## src/rtl/esf_pkg.sv

```systemverilog
package esf_pkg;
    localparam int SF_FRAMES = 24;
    localparam int CRC_W     = 6;
    localparam int GRP_W     = 3;

    // framing pattern, first entry sent in frame 4
    localparam logic [5:0] FPS_SEQ = 6'b001011;

    typedef enum logic [1:0] {
        FB_DL  = 2'd0,
        FB_CRC = 2'd1,
        FB_FPS = 2'd2
    } fbit_kind_e;
endpackage

```

## src/rtl/esf_position.sv

```systemverilog
module esf_position
    import esf_pkg::*;
#(
    parameter int PAYLOAD_BITS = 192,
    localparam int BW = $clog2(PAYLOAD_BITS + 1),
    localparam int FW = $clog2(SF_FRAMES)
) (
    input  logic          clk,
    input  logic          rst_n,
    input  logic          loop_en,
    input  logic          bit_en,
    input  logic          sf_align,
    output logic          active,
    output logic [BW-1:0] cur_bit,
    output logic [FW-1:0] cur_frm,
    output logic          restart,
    output logic          sf_last
);
    localparam logic [BW-1:0] LAST_BIT = BW'(PAYLOAD_BITS);
    localparam logic [FW-1:0] LAST_FRM = FW'(SF_FRAMES - 1);

    typedef struct packed {
        logic          synced;
        logic [BW-1:0] bit_idx;
        logic [FW-1:0] frm_idx;
    } pos_t;

    pos_t st_d, st_q;

    always_comb begin
        st_d    = st_q;
        cur_bit = sf_align ? '0 : st_q.bit_idx;
        cur_frm = sf_align ? '0 : st_q.frm_idx;
        active  = loop_en && bit_en && (sf_align || st_q.synced);
        restart = loop_en && bit_en && sf_align &&
                  (!st_q.synced || st_q.bit_idx != '0 || st_q.frm_idx != '0);
        sf_last = active && cur_frm == LAST_FRM && cur_bit == LAST_BIT;
        if (!loop_en) begin
            st_d = '0;
        end else if (active) begin
            st_d.synced = 1'b1;
            if (cur_bit == LAST_BIT) begin
                st_d.bit_idx = '0;
                st_d.frm_idx = (cur_frm == LAST_FRM) ? '0 : cur_frm + 1'b1;
            end else begin
                st_d.bit_idx = cur_bit + 1'b1;
                st_d.frm_idx = cur_frm;
            end
        end
    end

    always_ff @(posedge clk) begin
        if (!rst_n) st_q <= '0;
        else        st_q <= st_d;
    end

    assert_align_pos_R9: assert property (@(posedge clk) disable iff (!rst_n)
        (loop_en && bit_en && sf_align) |=>
            (st_q.synced && st_q.bit_idx == BW'(1) && st_q.frm_idx == '0));

    assert_pos_range_R3: assert property (@(posedge clk) disable iff (!rst_n)
        (st_q.bit_idx <= LAST_BIT && st_q.frm_idx <= LAST_FRM));

    assert_unsync_off_R2: assert property (@(posedge clk) disable iff (!rst_n)
        !loop_en |=> !st_q.synced);
endmodule

```

## src/rtl/esf_crc6.sv

```systemverilog
module esf_crc6
    import esf_pkg::*;
#(
    parameter logic [CRC_W-1:0] POLY_LOW = 6'b000011
) (
    input  logic             clk,
    input  logic             rst_n,
    input  logic             loop_en,
    input  logic             step,
    input  logic             din,
    input  logic             clear,
    input  logic             last,
    output logic [CRC_W-1:0] crc_tx
);
    typedef struct packed {
        logic [CRC_W-1:0] acc;
        logic [CRC_W-1:0] held;
    } crc_t;

    crc_t st_d, st_q;
    logic [CRC_W-1:0] acc_base;
    logic [CRC_W-1:0] acc_next;
    logic             fb;

    always_comb begin
        st_d     = st_q;
        acc_base = clear ? '0 : st_q.acc;
        fb       = din ^ acc_base[CRC_W-1];
        acc_next = {acc_base[CRC_W-2:0], 1'b0} ^ ({CRC_W{fb}} & POLY_LOW);
        if (clear) st_d.held = '0;
        if (!loop_en) begin
            st_d = '0;
        end else if (step) begin
            if (last) begin
                st_d.held = acc_next;
                st_d.acc  = '0;
            end else begin
                st_d.acc  = acc_next;
            end
        end
    end

    assign crc_tx = st_q.held;

    always_ff @(posedge clk) begin
        if (!rst_n) st_q <= '0;
        else        st_q <= st_d;
    end

    assert_crc_clear_R7: assert property (@(posedge clk) disable iff (!rst_n)
        (clear && !last) |=> (st_q.held == '0));
endmodule

```

## src/rtl/esf_fbit_sel.sv

```systemverilog
module esf_fbit_sel
    import esf_pkg::*;
#(
    localparam int FW = $clog2(SF_FRAMES)
) (
    input  logic [FW-1:0]    cur_frm,
    input  logic [CRC_W-1:0] crc_tx,
    input  logic             dl_bit,
    output logic             fbit,
    output fbit_kind_e       kind
);
    logic [GRP_W-1:0] grp;

    always_comb begin
        grp = cur_frm[FW-1:2];
        if (!cur_frm[0]) begin
            kind = FB_DL;
            fbit = dl_bit;
        end else if (!cur_frm[1]) begin
            kind = FB_CRC;
            fbit = crc_tx[CRC_W - 1 - int'(grp)];
        end else begin
            kind = FB_FPS;
            fbit = FPS_SEQ[5 - int'(grp)];
        end
    end
endmodule

```

## src/rtl/esf_payload_loop.sv

```systemverilog
module esf_payload_loop
    import esf_pkg::*;
#(
    parameter int PAYLOAD_BITS = 192,
    localparam int BW = $clog2(PAYLOAD_BITS + 1),
    localparam int FW = $clog2(SF_FRAMES)
) (
    input  logic clk,
    input  logic rst_n,
    input  logic loop_en,
    input  logic rx_bit,
    input  logic rx_bit_en,
    input  logic rx_sf_align,
    input  logic dl_bit,
    output logic dl_take,
    output logic tx_bit,
    output logic tx_vld
);
    typedef struct packed {
        logic bit_v;
        logic vld;
    } out_t;

    out_t st_d, st_q;

    logic             active;
    logic [BW-1:0]    cur_bit;
    logic [FW-1:0]    cur_frm;
    logic             restart;
    logic             sf_last;
    logic [CRC_W-1:0] crc_tx;
    logic             fbit;
    fbit_kind_e       kind;
    logic             is_fpos;
    logic             crc_din;

    esf_position #(.PAYLOAD_BITS(PAYLOAD_BITS)) u_pos (
        .clk(clk), .rst_n(rst_n), .loop_en(loop_en), .bit_en(rx_bit_en),
        .sf_align(rx_sf_align), .active(active), .cur_bit(cur_bit),
        .cur_frm(cur_frm), .restart(restart), .sf_last(sf_last)
    );

    esf_crc6 u_crc (
        .clk(clk), .rst_n(rst_n), .loop_en(loop_en), .step(active),
        .din(crc_din), .clear(restart), .last(sf_last), .crc_tx(crc_tx)
    );

    esf_fbit_sel u_fsel (
        .cur_frm(cur_frm), .crc_tx(crc_tx), .dl_bit(dl_bit),
        .fbit(fbit), .kind(kind)
    );

    always_comb begin
        is_fpos = (cur_bit == '0);
        crc_din = is_fpos ? 1'b1 : rx_bit;
        dl_take = active && is_fpos && kind == FB_DL;
        st_d    = st_q;
        st_d.vld = rx_bit_en;
        if (rx_bit_en) begin
            if (!active)      st_d.bit_v = 1'b1;
            else if (is_fpos) st_d.bit_v = fbit;
            else              st_d.bit_v = rx_bit;
        end
    end

    always_ff @(posedge clk) begin
        if (!rst_n) st_q <= '{bit_v: 1'b1, vld: 1'b0};
        else        st_q <= st_d;
    end

    assign tx_bit = st_q.bit_v;
    assign tx_vld = st_q.vld;

    assert_idle_ones_R2: assert property (@(posedge clk) disable iff (!rst_n)
        (!loop_en && rx_bit_en) |=> tx_bit);

    assert_vld_follow_R8: assert property (@(posedge clk) disable iff (!rst_n)
        rx_bit_en |=> tx_vld);

    assert_hold_R8: assert property (@(posedge clk) disable iff (!rst_n)
        !rx_bit_en |=> (!tx_vld && $stable(tx_bit)));

    assert_dl_take_R5: assert property (@(posedge clk) disable iff (!rst_n)
        dl_take |-> (rx_bit_en && loop_en));

    assert_payload_R3: assert property (@(posedge clk) disable iff (!rst_n)
        (active && cur_bit != '0) |=> (tx_bit == $past(rx_bit)));
endmodule

```

## config.mk

```make
export PLATFORM = sky130hd
export DESIGN_NAME = esf_payload_loop
export DESIGN_NICKNAME = d
export VERILOG_FILES = /design/src/rtl/esf_pkg.sv /design/src/rtl/esf_position.sv /design/src/rtl/esf_crc6.sv /design/src/rtl/esf_fbit_sel.sv /design/src/rtl/esf_payload_loop.sv
export SDC_FILE = /design/constraint.sdc
export NUM_CORES = 1
export LEC_CHECK = 0
export BUFFER_PORTS_ARGS = -buffer_cell sky130_fd_sc_hd__buf_2
export CELL_PAD_IN_SITES_DETAIL_PLACEMENT = 0
export CELL_PAD_IN_SITES_GLOBAL_PLACEMENT = 1
export CORE_ASPECT_RATIO = 0.9
export CORE_UTILIZATION = 48
export DETAILED_ROUTE_END_ITERATION = 8
export PLACE_DENSITY_LB_ADDON = 0.05
export SYNTH_ARGS = -nofsm -noshare
export SYNTH_HDL_FRONTEND = slang
export SYNTH_SLANG_ARGS = --single-unit
```

## constraint.sdc

```tcl
create_clock -name clk -period 4 [get_ports clk]
set_clock_uncertainty 0.05 [all_clocks]
set_input_delay 0.2 -clock clk [delete_from_list [all_inputs] [get_ports clk]]
set_output_delay 0.2 -clock clk [all_outputs]
set_load 0.05 [all_outputs]
```

==> impl_metrics.csv, run 1 <==
group,metric,value,unit
setup_path,worst-endpoint-arrival,2.51,ns
drt,drt_first_iter_violations,118,
layout,finish.instance_area,0.00167,mm^2
logic_synthesis,post_synth_num_cell_types,46,
placement,detailed_place_hpwl,2700,um
global_route,number_of_global_route_vias_before_repair,1259,
logic_synthesis,synth.yosys.warnings,0,
clock_tree,numCtsBuffers,3,
timing,finalCritPeriodShare,60.7,%
logic_synthesis,synth.ff_latch_count,28,
timing,finalSetupViolCount,0,
global_route,global_route_wire_length_before_repair,6040,um
power_and_ir_drop,p_leak,0.583,nW
setup_path,start_kind,"flop",
setup_path,crit_fanout,7,
global_route,track_usage,21.5,%
timing,hold_viol,0,
logic_synthesis,netlist_instances,195,
logic_synthesis,synthesis.area_per_instance,8.32,um^2
drt,finalWirelength,3730,um
layout,antenna-diode-count,0,
setup_path,critical_setup_path_kind,"reg2reg",
drt,remaining_drc_errors,0,
global_route,antenna_violations_before_repair,0,
logic_synthesis,ys_seq_area_share,34.6,%
clock_tree,post_cts_buffers,0,
timing,fin_crit,2.43,ns
clock_tree,clkTransAtPathRegs,0.09,ns
clock_tree,clock_latency,0.27,ns
drt,firstDrtPassIters,4,
placement,detailed_place.area,0.00162,mm^2
job,drv_cap,0,
run_status,outcome,"complete, no violations",
placement,gpl.final_weighted_congestion,0.819,
layout,areaGrowthSynthToFinish,2.70,%
timing,max_freq,412,MHz
layout,num-nets-final,207,
die,placementRows,19,
layout,post-route-util,53.1,%
clock_tree,ctsLongestPathBuffers,2,
die,floorplan.io_pins,10,
setup_path,cp-end-kind,"flop",
die,die_width,63.3,um
layout,fillCellCount,332,
power_and_ir_drop,power.density,283,mW/mm^2
global_route,largest_net_degree_at_the_start_of_global_routing,29,
logic_synthesis,syn-cell-area,0.00162,mm^2
timing,rsz0062_at_grt,"false",
drt,routed_wire_length_per_instance,15.8,um
drt,number_of_vias_in_the_routed_layout,1452,
global_route,globalRoute.totalOverflow,0,
setup_path,critical_path_required,4.08,ns
timing,report.final.slew_viol_count,0,
clock_tree,cts_hold_repair.buffers,0,
logic_synthesis,post_synth_edffs,0,
die,die_outline_area,0.00361,mm^2
clock_tree,htree_levels,1,
logic_synthesis,postSynth.asyncResetShare,0,%
die,placeableCoreArea,0.00314,mm^2
drt,drt-vias-per-instance,6.13,
die,initial_core_util,51.7,%
power_and_ir_drop,worst_ir_drop_vdd,0.234,mV
logic_synthesis,ys.flop_type,"dfxtp_1",
die,fp.dieH,57.1,um
drt,route.antenna.remaining_nets,0,
clock_tree,cts_tree,"built",
clock_tree,cts_root_cell,"clkbuf_8",
clock_tree,cts.repair.resized,0,
timing,whs,0.114,ns
timing,tightestPinTransition,0.898,ns
layout,share_of_cells_above_drive_strength_1,11.8,%
timing,relSlewSlack,39.8,%
timing,setup_total_negative_slack,0,ns
placement,number_of_input_and_output_port_buffers_inserted,9,
clock_tree,cts.sink_count,28,
worst_hold_path,hold_class,"in2reg",
logic_synthesis,synth_fp_nets,205,
==> state kept, by name (all words and copies together), names as in the netlist <==
register      cells
u_crc.crc_tx      6
u_pos.st_q       14
u_crc.st_q        6
tx_bit            1
tx_vld            1
==> critical path, stage by stage (launching register included) <==
cell      delay, ns
dfxtp_1        0.40
nor2b_1        0.29
ha_1           0.28
nand4b_1       0.15
nor3_1         0.55
nor2_1         0.24
a32oi_1        0.26
nor2_1         0.06
==> cells in the mapped netlist (4+ instances only) <==
cell type / n / area, um^2
dfxtp_1: 28 / 561
nor2_1: 21 / 78.8
nand2_1: 20 / 75.1
a21oi_1: 12 / 60.1
o21ai_0: 11 / 55.1
nand3_1: 10 / 50.1
clkbuf_1: 6 / 22.5
nor3_1: 6 / 30.0
a32oi_1: 5 / 43.8
xnor2_1: 5 / 43.8
inv_1: 4 / 15.0
nand4_1: 4 / 25.0
nor2b_1: 4 / 25.0
nor4_1: 4 / 25.0
==> cells in the final DEF (no fill, tap or decap), types with 4 or more instances in the layout <==
cell     count
nand4_1      4
xnor2_1      5
nand2_1     20
dfxtp_1     28
nor2_1      21
nand3_1     10
o21ai_0     11
nor3_1       6
a32oi_1      5
nor4_1       4
a21oi_1     12
inv_1        4
nor2b_1      4
buf_2        9
==> area by class of cell <==
cell class	count	area (um^2)	share of cell area [%]
Timing Repair Buffer	10	52.6	3.16
Sequential cell	28	561	33.7
Tap cell	42	52.6	3.16
Inverter	4	15.0	0.902
Clock buffer	3	41.3	2.48
Multi-Input combinational cell	150	943	56.6
==> stage by stage <==
step / power (mW) / cells / worst slack (ns)
floorplan: 0.320 / 195 / 1.47
detailed placement: 0.327 / 234 / 1.50
global placement: 0.326 / 234 / 1.56
CTS: 0.475 / 237 / 1.64
finish: 0.472 / 237 / 1.57
global route: 0.487 / 237 / 1.45
==> final timing paths <==
kind,startpoint,end,slack [ns],cells past startpoint
max,u_pos.st_q[0]$_SDFFE_PN0P_,u_crc.st_q[11]$_SDFFE_PN0P_,1.57,7
min,rst_n,tx_bit$_SDFFE_PN1P_,0.11,2
max reg2reg,u_pos.st_q[0]$_SDFFE_PN0P_,u_crc.st_q[11]$_SDFFE_PN0P_,1.57,7
min reg2reg,u_crc.crc_tx[3]$_SDFF_PN0_,u_crc.crc_tx[3]$_SDFF_PN0_,0.41,2
==> layer usage <==
layer | global-route usage [%] | wire length (um) | up-vias | part of all wire [%]
met5 | 0 | 0 | - | 0
met4 | 3.90 | 15 | 0 | 0.40
met3 | 3.60 | 332 | 2 | 8.9
met2 | 32.1 | 1630 | 57 | 44
met1 | 32.6 | 1760 | 672 | 47
li1 | - | - | 721 | -
==> where the power goes <==
group	total (mW)	switching, mW	internal [mW]	leakage (nW)
clock network	0.151	0.0830	0.0676	0.0216
logic	0.0390	0.0282	0.0109	0.335
registers	0.282	0.00131	0.281	0.226
==> logic make-up (layout without fill, tap and decap cells) <==
kind of cell | after synthesis | in the layout | share of synthesized area (%)
adder cells (fa/ha/maj) | 3 | 3 | 2.32
flip-flops | 28 | 28 | 34.6
AND/OR/NAND/NOR | 91 | 91 | 30.0
multiplexers | 4 | 4 | 3.32
buffers and inverters | 17 | 17 | 7.25
XOR/XNOR | 5 | 5 | 2.70
AO/OA/AOI/OAI | 47 | 47 | 19.8
No activity file was read; power rests on OpenSTA's default activity.
==> run 2, diff against run 1 <==
--- a/config.mk
+++ b/config.mk
@@ -9,7 +9,7 @@
 export CELL_PAD_IN_SITES_DETAIL_PLACEMENT = 0
 export CELL_PAD_IN_SITES_GLOBAL_PLACEMENT = 1
 export CORE_ASPECT_RATIO = 0.9
-export CORE_UTILIZATION = 48
+export CORE_UTILIZATION = 41
 export DETAILED_ROUTE_END_ITERATION = 8
 export PLACE_DENSITY_LB_ADDON = 0.05
 export SYNTH_ARGS = -nofsm -noshare
==> constraint.sdc (replaced) <==
create_clock -name clk -period 2 [get_ports clk]
set_clock_uncertainty 0.05 [all_clocks]
set_input_delay 0.1 -clock clk [delete_from_list [all_inputs] [get_ports clk]]
set_output_delay 0.1 -clock clk [all_outputs]
set_load 0.05 [all_outputs]
==> run 2 against run 1 <==
  * The run now ends with negative setup slack left
  * Via count rose by 5.5%
  * Sequential cell count did not move
  * Non-clock buffer count rose by 25
  * Sequential share of layout area fell by 5.1 points
  * Maximum frequency rose by 19%
  * Global-route usage fell by 0.33 points
  * Sequential power rose by 100%
  * Wire length rose by 9.3%
  * First-iteration DRC count fell by 25%
  * Clock power rose to 3.0 times the previous value
  * Hold slack got worse by 0.0041 ns
  * Combinational power rose by 140%
==> impl_metrics.csv, run 2 (synthesis gave the netlist of run 1 again) <==
group,metric,value,unit
clock_tree,clock_latency,0.28,ns
placement,gpl.final_weighted_congestion,0.807,
drt,finalWirelength,4080,um
layout,finish.instance_area,0.00196,mm^2
setup_path,cp-end-kind,"flop",
global_route,largest_net_degree_at_the_start_of_global_routing,27,
drt,highest-signal-layer,"met4",
layout,largest_reg_flops,14,
layout,areaGrowthSynthToFinish,21.1,%
clock_tree,clkTransAtPathRegs,0.10,ns
clock_tree,cts.sink_count,28,
clock_tree,htree_levels,1,
drt,firstDrtPassIters,4,
timing,postLayoutSetupSlackWorst,-0.0323,ns
layout,post-route-util,52.3,%
layout,max_flop_register,"u_pos.st_q",
layout,share_of_cells_above_drive_strength_1,24.9,%
layout,final_cell_count_no_fill,267,
drt,drt-met1-wl,2230,um
timing,fin_crit,2.03,ns
job,drv_cap,0,
setup_path,critical_path_required,2.12,ns
setup_path,start_kind,"flop",
die,fp.dieH,61.7,um
die,floorplan.io_pins,10,
layout,ff_latch_area,562,um^2
clock_tree,numCtsBuffers,3,
layout,fillCellCount,361,
drt,routed_wire_length_per_instance,15.3,um
drt,drt_first_iter_violations,89,
placement,placement.setup.worst_slack,-0.0829,ns
power_and_ir_drop,worst_ir_drop_vdd,0.490,mV
drt,sum_of_met3_wire_segment_lengths_after_detailed_routing,179,um
power_and_ir_drop,power.density,564,mW/mm^2
drt,number_of_vias_in_the_routed_layout,1532,
timing,finalCritPeriodShare,102,%
run_status,failed_checks,"negative setup slack",
clock_tree,ctsLongestPathBuffers,2,
layout,antenna-diode-count,0,
drt,met2_length,1660,um
die,placeableCoreArea,0.00376,mm^2
timing,setup_total_negative_slack,-0.0326,ns
die,initial_core_util,43.2,%
run_status,outcome,"complete, but fails checks",
placement,dp_cells,261,
placement,detailed_place.area,0.00183,mm^2
global_route,antenna_violations_before_repair,0,
die,die_outline_area,0.00421,mm^2
placement,number_of_input_and_output_port_buffers_inserted,9,
power_and_ir_drop,p_leak,0.746,nW
clock_tree,cts_tree,"built",
global_route,global_route_wire_length_before_repair,6480,um
setup_path,crit_fanout,5,
setup_path,critical_setup_path_kind,"reg2reg",
layout,num-nets-final,232,
timing,report.final.slew_viol_count,0,
die,die_width,68.3,um
power_and_ir_drop,final_total_power,1.11,mW
timing,hold_viol,0,
worst_hold_path,hold_class,"in2reg",
drt,drt-vias-per-instance,5.74,
timing,finalSetupViolCount,2,
die,placementRows,21,
global_route,track_usage,21.1,%
global_route,number_of_global_route_vias_before_repair,1336,
setup_path,worst-endpoint-arrival,2.15,ns
timing,tightestPinTransition,0.529,ns
clock_tree,cts_root_cell,"clkbuf_8",
layout,layout_common_cells,"dfxtp_1, buf_4, nor2_1",
timing,max_freq,492,MHz
layout,multiInputGateArea,988,um^2
timing,relSlewSlack,64.6,%
layout,layout_commonest_cell,"dfxtp_1",
timing,rsz0062_at_grt,"true",
global_route,globalRoute.totalOverflow,0,
drt,route.antenna.remaining_nets,0,
drt,remaining_drc_errors,0,
timing,whs,0.110,ns
placement,detailed_place_hpwl,3060,um
-- run 2: area by class of cell --
| class | count | area share (%) |
|---|---|---|
| tap | 46 | 2.93 |
| sequential | 28 | 28.6 |
| timing repair buffer | 35 | 13.8 |
| clock inverter | 1 | 1.53 |
| multi-input combinational | 150 | 50.3 |
| clock buffer | 3 | 2.10 |
| inverter | 4 | 0.764 |
-- run 2: final timing paths --
path,startpoint,endpoint,slack (ns),depth (start not counted)
max,u_pos.st_q[7]$_SDFFE_PN0P_,u_crc.crc_tx[1]$_SDFF_PN0_,-0.03,5
min,rx_bit_en,tx_vld$_SDFF_PN0_,0.11,2
max reg2reg,u_pos.st_q[7]$_SDFFE_PN0P_,u_crc.crc_tx[1]$_SDFF_PN0_,-0.03,5
min reg2reg,u_crc.crc_tx[3]$_SDFF_PN0_,u_crc.crc_tx[3]$_SDFF_PN0_,0.41,2
-- run 2: power breakdown --
| group | internal [mW] | total [mW] | switching, mW |
|---|---|---|---|
| registers | 0.561 | 0.564 | 0.00235 |
| clock network | 0.268 | 0.450 | 0.181 |
| logic | 0.0338 | 0.0946 | 0.0608 |
| total | 0.863 | 1.11 | 0.245 |
-- run 2: routing by layer --
metal  GRT usage, %  vias up
met1           32.3      731
li1               -      772
met3           4.81        2
met4           1.79        0
met2           30.8       27
met5              0        -
-- run 2: what timing repair did --
action                                  4_1_cts  5_1_grt
setup buffers                                 1        0
cloned                                        0        0
pin swaps                                     1        1
hold buffers                                  1        0
endpoints found under the hold margin         1        0
endpoints found under the setup margin        3       14
resized for setup                             1        6
-- run 2: worst max-delay path: stages, from the launching register on --
cell and delay [ns]:
dfxtp_2 0.34, or4_4 0.53, or2_4 0.24, or4_4 0.47
mux2i_1 0.20, o32ai_2 0.09
